File: config.mk
export PLATFORM = sky130hd
export DESIGN_NAME = auxSerialFwd
export DESIGN_NICKNAME = d
export VERILOG_FILES = /design/src/rtl/auxSerialFwd_pkg.sv /design/src/rtl/auxSerialFwd_ctrl.sv /design/src/rtl/auxSerialFwd_dp.sv /design/src/rtl/auxSerialFwd.sv
export SDC_FILE = /design/constraint.sdc
export NUM_CORES = 1
export LEC_CHECK = 0
export BUFFER_PORTS_ARGS = -buffer_cell sky130_fd_sc_hd__buf_2
export CORE_ASPECT_RATIO = 0.7
export CORE_MARGIN = 2
export CORE_UTILIZATION = 55
export DETAILED_ROUTE_END_ITERATION = 6
export PLACE_DENSITY = 0.73
export SLEW_MARGIN = 20
export SYNTH_ARGS = -nofsm -noshare
export SYNTH_HDL_FRONTEND = slang
export SYNTH_SLANG_ARGS = --single-unit
File: constraint.sdc
create_clock -name clk -period 4.4 [get_ports clk]
set_clock_uncertainty 0.1 [all_clocks]
set_input_delay 0.44 -clock clk [delete_from_list [all_inputs] [get_ports clk]]
set_output_delay 0.44 -clock clk [all_outputs]
set_load 0.005 [all_outputs]
File: src/rtl/auxSerialFwd_pkg.sv
package auxSerialFwd_pkg;
  typedef struct packed {
    logic capture;    // latch regWord into holding register
    logic launch;     // move holding register into shifter, slot 0 begins
    logic slotStart;  // a serial cycle begins: drop sClk, update data/enable
    logic emit;       // new slot is a data slot
    logic frameOn;    // new slot keeps txEnable asserted
  } ctrlStrb_t;
endpackage

File: src/rtl/auxSerialFwd_ctrl.sv
module auxSerialFwd_ctrl
  import auxSerialFwd_pkg::*;
#(
  parameter int WORD_W = 16,
  parameter int LEAD   = 2,
  parameter int TRAIL  = 2
) (
  input  logic      clk,
  input  logic      rstN,
  input  logic      pdTick,
  input  logic      freqChange,
  output ctrlStrb_t strb,
  output logic      busy
);
  localparam int SLOTS = LEAD + WORD_W + TRAIL;
  localparam int CNT_W = $clog2(SLOTS);
  localparam logic [CNT_W-1:0] LAST_SLOT = CNT_W'(SLOTS - 1);
  localparam logic [CNT_W-1:0] DATA_LO   = CNT_W'(LEAD);
  localparam logic [CNT_W-1:0] DATA_END  = CNT_W'(LEAD + WORD_W);

  logic             pending, active;
  logic [CNT_W-1:0] slot, nextSlot;
  logic             lastSlot, launch, advance;

  always_comb begin
    lastSlot = active && (slot == LAST_SLOT);
    launch   = pdTick && pending && (!active || lastSlot);
    advance  = pdTick && active && !lastSlot;
    nextSlot = launch ? '0 : slot + 1'b1;
    strb.capture   = freqChange;
    strb.launch    = launch;
    strb.slotStart = launch || advance;
    strb.emit      = (nextSlot >= DATA_LO) && (nextSlot < DATA_END);
    strb.frameOn   = nextSlot < DATA_END;
  end

  always_ff @(posedge clk or negedge rstN) begin
    if (!rstN) begin
      pending <= 1'b0;
      active  <= 1'b0;
      slot    <= '0;
    end else begin
      pending <= freqChange || (pending && !launch);
      if (launch)                 active <= 1'b1;
      else if (pdTick && lastSlot) active <= 1'b0;
      if (launch || advance)      slot <= nextSlot;
    end
  end

  assign busy = pending || active;

  AST_SLOT_RANGE: assert property (@(posedge clk) disable iff (!rstN)
    active |-> slot <= LAST_SLOT);
  AST_BUSY_AFTER_TRIG: assert property (@(posedge clk) disable iff (!rstN)
    freqChange |=> busy);
  AST_FRAME_CLOSE: assert property (@(posedge clk) disable iff (!rstN)
    (pdTick && lastSlot && !pending) |=> !active);
  AST_IDLE_QUIET: assert property (@(posedge clk) disable iff (!rstN)
    (!busy && !freqChange) |=> !active);
endmodule

File: src/rtl/auxSerialFwd_dp.sv
module auxSerialFwd_dp
  import auxSerialFwd_pkg::*;
#(
  parameter int WORD_W = 16
) (
  input  logic              clk,
  input  logic              rstN,
  input  ctrlStrb_t         strb,
  input  logic [WORD_W-1:0] regWord,
  output logic              sClk,
  output logic              sData,
  output logic              txEnable
);
  logic [WORD_W-1:0] holdWord, shiftReg;

  always_ff @(posedge clk or negedge rstN) begin
    if (!rstN) begin
      holdWord <= '0;
      shiftReg <= '0;
      sClk     <= 1'b1;
      sData    <= 1'b0;
      txEnable <= 1'b0;
    end else begin
      if (strb.capture) holdWord <= regWord;
      if (strb.slotStart) begin
        sClk     <= 1'b0;
        txEnable <= strb.frameOn;
        if (strb.launch) shiftReg <= holdWord;
        if (strb.emit) begin
          sData    <= shiftReg[WORD_W-1];
          shiftReg <= {shiftReg[WORD_W-2:0], 1'b0};
        end else begin
          sData <= 1'b0;
        end
      end else begin
        sClk <= 1'b1;
      end
    end
  end

  AST_SCLK_PULSE: assert property (@(posedge clk) disable iff (!rstN)
    !sClk |=> sClk);
  AST_DATA_AT_FALL: assert property (@(posedge clk) disable iff (!rstN)
    !$stable(sData) |-> $fell(sClk));
  AST_TRAIL_QUIET: assert property (@(posedge clk) disable iff (!rstN)
    !txEnable |-> !sData);
endmodule

File: src/rtl/auxSerialFwd.sv
module auxSerialFwd
  import auxSerialFwd_pkg::*;
#(
  parameter int WORD_W = 16,
  parameter int LEAD   = 2,
  parameter int TRAIL  = 2
) (
  input  logic              clk,
  input  logic              rstN,
  input  logic              pdTick,
  input  logic              freqChange,
  input  logic [WORD_W-1:0] regWord,
  output logic              sClk,
  output logic              sData,
  output logic              txEnable,
  output logic              busy
);
  ctrlStrb_t strb;

  auxSerialFwd_ctrl #(.WORD_W(WORD_W), .LEAD(LEAD), .TRAIL(TRAIL)) u_ctrl (
    .clk(clk), .rstN(rstN), .pdTick(pdTick), .freqChange(freqChange),
    .strb(strb), .busy(busy)
  );

  auxSerialFwd_dp #(.WORD_W(WORD_W)) u_dp (
    .clk(clk), .rstN(rstN), .strb(strb), .regWord(regWord),
    .sClk(sClk), .sData(sData), .txEnable(txEnable)
  );

  AST_ENB_BUSY: assert property (@(posedge clk) disable iff (!rstN)
    txEnable |-> busy);
endmodule

==> results of run 1 <==
==> report_power, final <==
| group | internal, mW | switching (mW) |
|---|---|---|
| clock | 0.242 | 0.129 |
| combinational | 0.137 | 0.128 |
| sequential | 0.470 | 0.0873 |
| total | 0.849 | 0.344 |
==> cells in the mapped netlist (2+ instances only) <==
cell type / count / area [sq um]
dfrtp_1: 41 / 1030
mux2_1: 5 / 56.3
mux2_4: 2 / 30.0
mux2_2: 11 / 124
nand2_1: 10 / 37.5
nand3_2: 2 / 20.0
a21o_1: 2 / 15.0
o21ai_0: 2 / 10.0
buf_2: 3 / 15.0
buf_6: 3 / 33.8
nand2b_1: 3 / 18.8
o21ai_1: 3 / 15.0
clkbuf_1: 2 / 7.51
o22a_1: 15 / 131
nand3_1: 3 / 15.0
a21oi_1: 4 / 20.0
nor2_1: 3 / 11.3
inv_1: 2 / 7.51
o221a_1: 15 / 169
==> sequential cells by signal (all words and copies together) (netlist names) <==
register	count
u_ctrl.active	1
u_dp.sClk	1
u_dp.sData	1
u_dp.holdWord	16
u_ctrl.pending	1
u_ctrl.slot	5
u_dp.shiftReg	16
u_dp.txEnable	1
==> cells by family (layout without fill, tap and decap cells) <==
kind of cell,after synthesis,in the layout
AO/OA/AOI/OAI,47,47
XOR/XNOR,2,2
adder cells (fa/ha/maj),1,1
buffers and inverters,13,34
flip-flops,42,42
multiplexers,19,19
AND/OR/NAND/NOR,29,29
==> final cells by class <==
class / instances / area [sq um]
inverters: 3 / 13.8
clock inverters: 2 / 60.1
fillers: 286 / 1270
clock buffers: 6 / 82.6
flip-flops and latches: 42 / 1050
repair buffers: 23 / 115
multi-input cells: 98 / 877
well taps: 50 / 62.6
==> cells in the final DEF, fill, tap and decap left out, types with 3 or more instances in the layout <==
master and instances:
dfrtp_1 41, a21oi_1 4, o221a_1 15, o22a_1 15, nor2_1 3, o21ai_1 3
nand2b_1 3, mux2_1 5, nand2_1 10, clkbuf_8 6, buf_2 23, mux2_2 11
nand3_1 3
==> through the flow <==
| stage | util [%] | cell area [sq um] |
|---|---|---|
| after floorplan | - | 2030 |
| after global placement | 60.0 | 2120 |
| after detailed placement | 60.0 | 2120 |
| after CTS | 64.0 | 2260 |
| after global routing | 64.0 | 2260 |
| final | 64.0 | 2260 |
==> metal layers <==
layer,vias up,global-route usage (%)
met3,4,4.79
met5,-,0
met2,36,30.2
li1,628,-
met1,643,28.7
met4,0,6.36
==> worst max-delay path by stage <==
stage	start	cells past startpoint	end
6_report	u_ctrl.slot[0]	6	u_dp.shiftReg[9]
3_3_place_gp	u_ctrl.slot[0]	6	u_dp.shiftReg[2]
4_1_cts	u_ctrl.slot[0]	6	u_dp.shiftReg[4]
2_1_floorplan	u_ctrl.slot[0]	7	u_dp.shiftReg[10]
5_1_grt	u_ctrl.slot[0]	6	u_dp.shiftReg[3]
3_5_place_dp	u_ctrl.slot[0]	6	u_dp.shiftReg[3]
==> reports/metrics.yaml, run 1 <==
status: "completed"
synth-compound-area-share_pct: 20.7
grt_overflow: 0
path_cells: "ha_1 -> nand3b_1 -> a31oi_4 -> xor2_1 -> nand3_2 -> o221a_1"
pin_count: 24
first_global_vias: 1214
dr.first_iter.drc_count: 139
holdCritPathClass: "primary input to async pin"
rsz0062_at_grt: "false"
cts_resized: 0
vdd_drop_max_mv: 0.277
cpPeakStageDelay_ns: 0.45
cp_data_arrival_time_ns: 2.51
dr.pass1.iters: 4
drive_above_1_share_pct: 31.0
drt.antenna.violating_nets: 0
ys_warn_count: 0
grt_pass1_wl_microns: 6220
r2r_start: "u_ctrl.slot[0]"
dpl.cell_count: 216
postCtsSetupBuffers: 0
end_kind: "flop"
rows: 18
seq_area_frac_synth_pct: 51.9
gp_congestion: 0.805
grt_max_degree: 43
synth_edf_count: 0
syn_area_sq_um: 2030
ctsHoldBuffers: 0
die_h_microns: 54.8
synthMuxAreaShare_pct: 10.9
finalCriticalPeriod_ns: 2.44
clkSinkCount: 42
path_buf_inv: 0
worst_slew_pin_slew_ns: 0.899
whs_ns: 0.170
yosys.area_share.simple_pct: 10.2
fp.coreArea_sq_um: 3540
avgSynthCellArea_sq_um: 13.2
cp.required_ns: 4.47
htreeDepth: 2
antenna_found_initial: 0
area_growth_pct: 11.7
path_max_fanout: 15
top_layer: "met4"
cts_root_buf: "clkbuf_8"
r2r_slack_ns: 1.96
maxSlewViolCount: 0
power_mw: 1.19
reg2regPathDepth: 6
clockBufferDepth: 2
drc_errors: 0
wl_per_cell_microns: 16.9
syn-instance-count: 153
vias: 1311
p_per_area_nw_per_um2: 527
start_util_pct: 57.3
met1_length_microns: 1890
synth_fa_ha_area_share_pct: 0.617
dieArea_sq_um: 4190
totalWireLength_microns: 3790
slowest_stage: "dfrtp_1"
p_leak_nw: 0.908
via_per_inst: 5.85
die_w_microns: 76.6
synth_fp_nets: 174
slew_headroom_pct: 40.0
final-instance-count-excl-fill: 224
synth_cell_types: 41
synth_top_family_by_area: "compound AO/OA/AOI/OAI gates"
insertion_delay_ns: 0.30
met2_length_microns: 1720
fmax_mhz: 410
maxCapViolations: 0
setup_viol: 0
dp_slack_ns: 1.99
grt_use_total_pct: 19.9
clkTransAtPathRegs_ns: 0.08
fin_setup_tns_ns: 0
synthFlopType: "dfrtp_1"
insertedDiodeCount: 0
cts_tree: "built"
ys_ff_latch: 42
worst_slack_ns: 1.96
fin_crit_sh_pct: 55.4
synth_xor_area_share_pct: 0.864
finalHoldViolCount: 0
final_nets: 194
cp_top_family: "simple AND/OR/NAND/NOR gates"
hpwl_microns: 2590
start_kind: "flop"
path_class: "flop to flop"
numPortBuffers: 23
numCtsBuffers: 5
met3_length_microns: 161
reg2reg_to: "u_dp.shiftReg[9]"
synth-async-reset-ratio_pct: 100
No activity file was read; power rests on OpenSTA's default activity.
==> run 2: changes to the inputs <==
==> constraint.sdc (replaced) <==
create_clock -name clk -period 2.5 [get_ports clk]
set_clock_uncertainty 0.1 [all_clocks]
set_input_delay 0.25 -clock clk [delete_from_list [all_inputs] [get_ports clk]]
set_output_delay 0.25 -clock clk [all_outputs]
set_load 0.005 [all_outputs]
==> reports/metrics.yaml, run 2 (same netlist as run 1, synthesis figures left out) <==
status: "complete, but fails checks"
violations: "hold timing"
worst_slew_pin_slew_ns: 0.905  # +0.00596 ns
postCtsSetupBuffers: 0  # unchanged
cts_tree: "built"
cp_top_family: "compound AO/OA/AOI/OAI gates"
path_max_fanout: 15  # unchanged
fin_crit_sh_pct: 92.1  # +37 points
drive_above_1_share_pct: 31.2  # +0.18 points
design_area_sq_um: 2230  # -1.7%
cts_resized: 0  # unchanged
insertion_delay_ns: 0.29  # about the same
end_kind: "flop"
numPortBuffers: 23  # unchanged
layout.cells.most_common: "dfrtp_1"
rsz0062_at_grt: "false"
drc_errors: 0  # unchanged
grt_overflow: 0  # unchanged
insertedDiodeCount: 0  # unchanged
clockBufferDepth: 2  # unchanged
slew_headroom_pct: 39.6  # -0.40 points
dr.first_iter.drc_count: 83  # -40%
fp.coreArea_sq_um: 3540  # unchanged
wl_per_cell_microns: 16.6  # -1.8%
r2r_slack_ns: 0.20  # -1.77 ns
cp.required_ns: 2.57  # -1.90 ns
maxSlewViolCount: 0  # unchanged
cpPeakStageDelay_ns: 0.45  # about the same
cts_root_buf: "clkbuf_8"
reg2reg_to: "u_dp.shiftReg[8]"
dieArea_sq_um: 4190  # unchanged
path_cells: "ha_1 -> nand3b_1 -> a31oi_4 -> xor2_2 -> nand3_4 -> o221a_1"
finalCriticalPeriod_ns: 2.30  # -0.135 ns
whs_ns: -0.0151  # -0.186 ns
path_buf_inv: 0  # unchanged
vias: 1325  # +1.1%
clkSinkCount: 42  # unchanged
slowest_stage: "dfrtp_1"
via_per_inst: 5.94  # +1.5%
final_nets: 195  # +0.52%
dr.pass1.iters: 4  # unchanged
fin_setup_tns_ns: 0  # unchanged
grt_use_total_pct: 19.7  # -0.20 points
cp_data_arrival_time_ns: 2.37  # -0.14 ns
final_cell_mix: "dfrtp_1, buf_2, o22a_1, o221a_1, mux2_2"
holdCritPathClass: "primary input to async pin"
reg.largest.list: "u_dp.holdWord (16), u_dp.shiftReg (16), u_ctrl.slot (5)"
antenna_found_initial: 0  # unchanged
vdd_drop_max_mv: 0.400  # +45%
rows: 18  # unchanged
fmax_mhz: 434  # +5.8%
dpl_cell_area_sq_um: 2130  # +0.35%
drt.antenna.violating_nets: 0  # unchanged
p_per_area_nw_per_um2: 847  # +61%
multiInputGateArea_sq_um: 892  # +1.7%
r2r_start: "u_ctrl.slot[0]"
fillers: 284  # -0.70%
pin_count: 24  # unchanged
htreeDepth: 2  # unchanged
die_w_microns: 76.6  # unchanged
gp_congestion: 0.781  # -2.9%
maxCapViolations: 0  # unchanged
p_leak_nw: 0.887  # -2.4%
start_util_pct: 57.3  # unchanged
finalHoldViolCount: 41  # +41
start_kind: "flop"
area_growth_pct: 9.81
numCtsBuffers: 5  # unchanged
setup_viol: 0  # unchanged
grt_max_degree: 43  # unchanged
reg2regPathDepth: 6  # unchanged
clkTransAtPathRegs_ns: 0.08  # about the same
hpwl_microns: 2470  # -4.5%
totalWireLength_microns: 3700  # -2.2%
first_global_vias: 1228  # +1.2%
path_class: "flop to flop"
grt_pass1_wl_microns: 6140  # -1.3%
ctsHoldBuffers: 0  # unchanged
ff_latch_area_sq_um: 1050  # unchanged
die_h_microns: 54.8  # unchanged
[run 2: cell types whose count changed in the layout (fill, tap and decap cells not counted), sizes merged]
| cell | change |
|---|---|
| buf | +1 |
| bufinv | -2 |
[run 2: power breakdown]
part / total [mW] / switching (mW) / internal [mW]
Combinational: 0.477 / 0.229 / 0.249
Clock: 0.431 / 0.218 / 0.213
Sequential: 0.976 / 0.149 / 0.827
[run 2: through the flow]
step	std cells	total power, mW	util [%]	hold WS (ns)	worst slack [ns]
2_1_floorplan	153	1.35	-	-0.146	0.354
3_3_place_gp	217	1.41	60.2	0.333	0.214
3_5_place_dp	217	1.45	60.2	0.338	0.0532
4_1_cts	223	1.88	62.5	0.0232	0.0419
5_1_grt	223	1.99	63.0	0.0695	0.117
6_report	223	1.88	63.0	-0.0151	0.197
[run 2: worst max-delay path by stage]
stage,cells after the start,slack [ns],endpoint,from
after floorplan,7,0.35,u_dp.shiftReg[10],u_ctrl.slot[0]
after global placement,6,0.21,u_dp.shiftReg[8],u_ctrl.slot[0]
after detailed placement,6,0.05,u_dp.shiftReg[8],u_ctrl.slot[0]
after CTS,6,0.04,u_dp.shiftReg[8],u_ctrl.slot[0]
after global routing,6,0.12,u_dp.shiftReg[13],u_ctrl.slot[0]
final,6,0.20,u_dp.shiftReg[8],u_ctrl.slot[0]
[run 2: area by class of cell]
cell class	count	share of cell area [%]
well taps	50	2.81
repair buffers	24	5.51
multi-input cells	98	40.1
clock buffers	6	3.71
flip-flops and latches	42	47.3
inverters	3	0.618
[run 2: per-layer routing]
layer	track usage, %	wire length [microns]	part of all wire (%)
met1	27.7	1870	50
met2	29.9	1640	44
met3	5.28	162	4.4
met4	7.27	35	0.94
met5	0	0	0
==> run 3: changes to the inputs <==
--- a/config.mk
+++ b/config.mk
@@ -10,7 +10,7 @@
 export CORE_MARGIN = 2
 export CORE_UTILIZATION = 55
 export DETAILED_ROUTE_END_ITERATION = 6
-export PLACE_DENSITY = 0.73
+export PLACE_DENSITY = 0.82
 export SLEW_MARGIN = 20
 export SYNTH_ARGS = -nofsm -noshare
 export SYNTH_HDL_FRONTEND = slang
==> reports/metrics.yaml, run 3 (same netlist as run 1, synthesis figures left out) <==
maxCapViolations: 0  # unchanged
clockBufferDepth: 2  # unchanged
cp_data_arrival_time_ns: 2.42  # +0.05 ns
insertedDiodeCount: 0  # unchanged
numCtsBuffers: 5  # unchanged
grt_overflow: 0  # unchanged
via_per_inst: 5.93  # -0.21%
path_cells: "ha_1 -> nand3b_1 -> a31oi_4 -> xor2_1 -> nand3_4 -> o221a_1"
slew_headroom_pct: 40.2  # +0.54 points
maxSlewViolCount: 0  # unchanged
gp_congestion: 0.767  # -1.8%
dpl_cell_area_sq_um: 2140  # +0.35%
antenna_found_initial: 0  # unchanged
fin_crit_sh_pct: 93.9  # +1.8 points
rsz0062_at_grt: "false"
numPortBuffers: 23  # unchanged
totalWireLength_microns: 3750  # +1.3%
start_util_pct: 57.3  # unchanged
finalHoldViolCount: 41  # unchanged
die_w_microns: 76.6  # unchanged
end_kind: "flop"
area_growth_pct: 11.0
dr.first_iter.drc_count: 88  # +6.0%
cp.required_ns: 2.57  # about the same
start_kind: "flop"
final_cell_mix: "dfrtp_1, buf_2, o22a_1, o221a_1, mux2_2"
p_comb_share_pct: 23.9  # -1.4 points
first_global_vias: 1323  # +7.7%
p_leak_nw: 0.899  # +1.4%
htreeDepth: 2  # unchanged
worst_slack_ns: 0.151  # -0.0460 ns
clkTransAtPathRegs_ns: 0.08  # about the same
post-route-util_pct: 63.6  # +0.67 points
reg.largest.list: "u_dp.holdWord (16), u_dp.shiftReg (16), u_ctrl.slot (5)"
hpwl_microns: 2640  # +7.1%
drt.antenna.violating_nets: 0  # unchanged
final-instance-count-excl-fill: 226  # +1.3%
pin_count: 24  # unchanged
reg2regPathDepth: 6  # unchanged
final_nets: 196  # +0.51%
postCtsSetupBuffers: 0  # unchanged
grt_use_total_pct: 20.5  # +0.78 points
p_seq_share_pct: 49.6  # -2.2 points
reg2reg_to: "u_dp.shiftReg[5]"
vias: 1340  # +1.1%
dpl.cell_count: 218  # +0.46%
holdCritPathClass: "primary input to async pin"
violations: "hold timing"
cts_root_buf: "clkbuf_8"
dr.pass1.iters: 4  # unchanged
grt_pass1_wl_microns: 6380  # +3.9%
clkSinkCount: 42  # unchanged
worst_slew_pin_slew_ns: 0.897  # -0.00808 ns
drive_above_1_share_pct: 30.7  # -0.53 points
p_switching_mw: 0.595  # about the same
r2r_start: "u_ctrl.slot[0]"
status: "complete, but fails checks"
cpPeakStageDelay_ns: 0.44  # about the same
switching_share_pct: 30.3  # -1.3 points
clkPwrFrac_pct: 26.5  # +3.6 points
path_max_fanout: 15  # unchanged
grt_max_degree: 43  # unchanged
layout.cells.most_common: "dfrtp_1"
fp.coreArea_sq_um: 3540  # unchanged
r2r_slack_ns: 0.15  # -0.05 ns
rows: 18  # unchanged
internal_power_mw: 1.37  # +6.5%
fillers: 284  # unchanged
path_class: "flop to flop"
p_per_area_nw_per_um2: 875  # +3.3%
path_buf_inv: 0  # unchanged
insertion_delay_ns: 0.29  # about the same
finalCriticalPeriod_ns: 2.35  # +0.0460 ns
slowest_stage: "dfrtp_1"
dp_slack_ns: 0.0976  # +0.0443 ns
cp_top_family: "compound AO/OA/AOI/OAI gates"
wl_per_cell_microns: 16.6  # about the same
whs_ns: -0.0198  # -0.00468 ns
setup_viol: 0  # unchanged
die_h_microns: 54.8  # unchanged
fmax_mhz: 426  # -2.0%
dieArea_sq_um: 4190  # unchanged
design_area_sq_um: 2250  # +1.1%
drc_errors: 0  # unchanged
cts_tree: "built"
fin_setup_tns_ns: 0  # unchanged
vdd_drop_max_mv: 0.584  # +46%
[run 3: changes by cell type in the layout (fill, tap and decap cells not counted), sizes merged]
cell    change
buf         +1
bufinv      +1
clkbuf      +1
[run 3: stage by stage]
step	hold slack, ns	power, mW
finish	-0.0198	1.97
global placement	0.331	1.41
detailed placement	0.337	1.45
CTS	0.0173	1.97
global route	0.0613	2.08
floorplan	-0.146	1.35
[run 3: cell type report]
| class | instances | area (sq um) | area share, % |
|---|---|---|---|
| flip-flops and latches | 42 | 1050 | 46.8 |
| multi-input cells | 98 | 885 | 39.3 |
| repair buffers | 25 | 130 | 5.78 |
| clock buffers | 7 | 76.3 | 3.39 |
| well taps | 50 | 62.6 | 2.78 |
| clock inverters | 1 | 30.0 | 1.33 |
| inverters | 3 | 13.8 | 0.612 |
[run 3: how the worst max path moves through the flow]
stage,from,endpoint,cells past startpoint
after floorplan,u_ctrl.slot[0],u_dp.shiftReg[10],7
after global placement,u_ctrl.slot[0],u_dp.shiftReg[8],6
after detailed placement,u_ctrl.slot[0],u_dp.shiftReg[5],6
after CTS,u_ctrl.slot[0],u_dp.shiftReg[5],6
after global routing,u_ctrl.slot[0],u_dp.shiftReg[5],6
final,u_ctrl.slot[0],u_dp.shiftReg[5],6
[run 3: repair_timing]
action,4_1_cts,5_1_grt
gates resized for setup,0,1
endpoints found under the setup margin,0,15
hold buffers,0,0
[run 3: power by group through the flow]
stage,sequential (mW),clock [mW],combinational (mW)
after CTS,0.973,0.533,0.467
after floorplan,0.923,0,0.429
after global placement,0.971,0,0.438
after global routing,0.998,0.563,0.520
final,0.976,0.521,0.471
after detailed placement,0.985,0,0.468
[run 3: routing by layer]
layer  share of wire (%)  track usage (%)
met3                 4.1             5.28
met1                  46             25.9
met5                   0                0
met2                  49             34.2
met4                 1.7             9.70
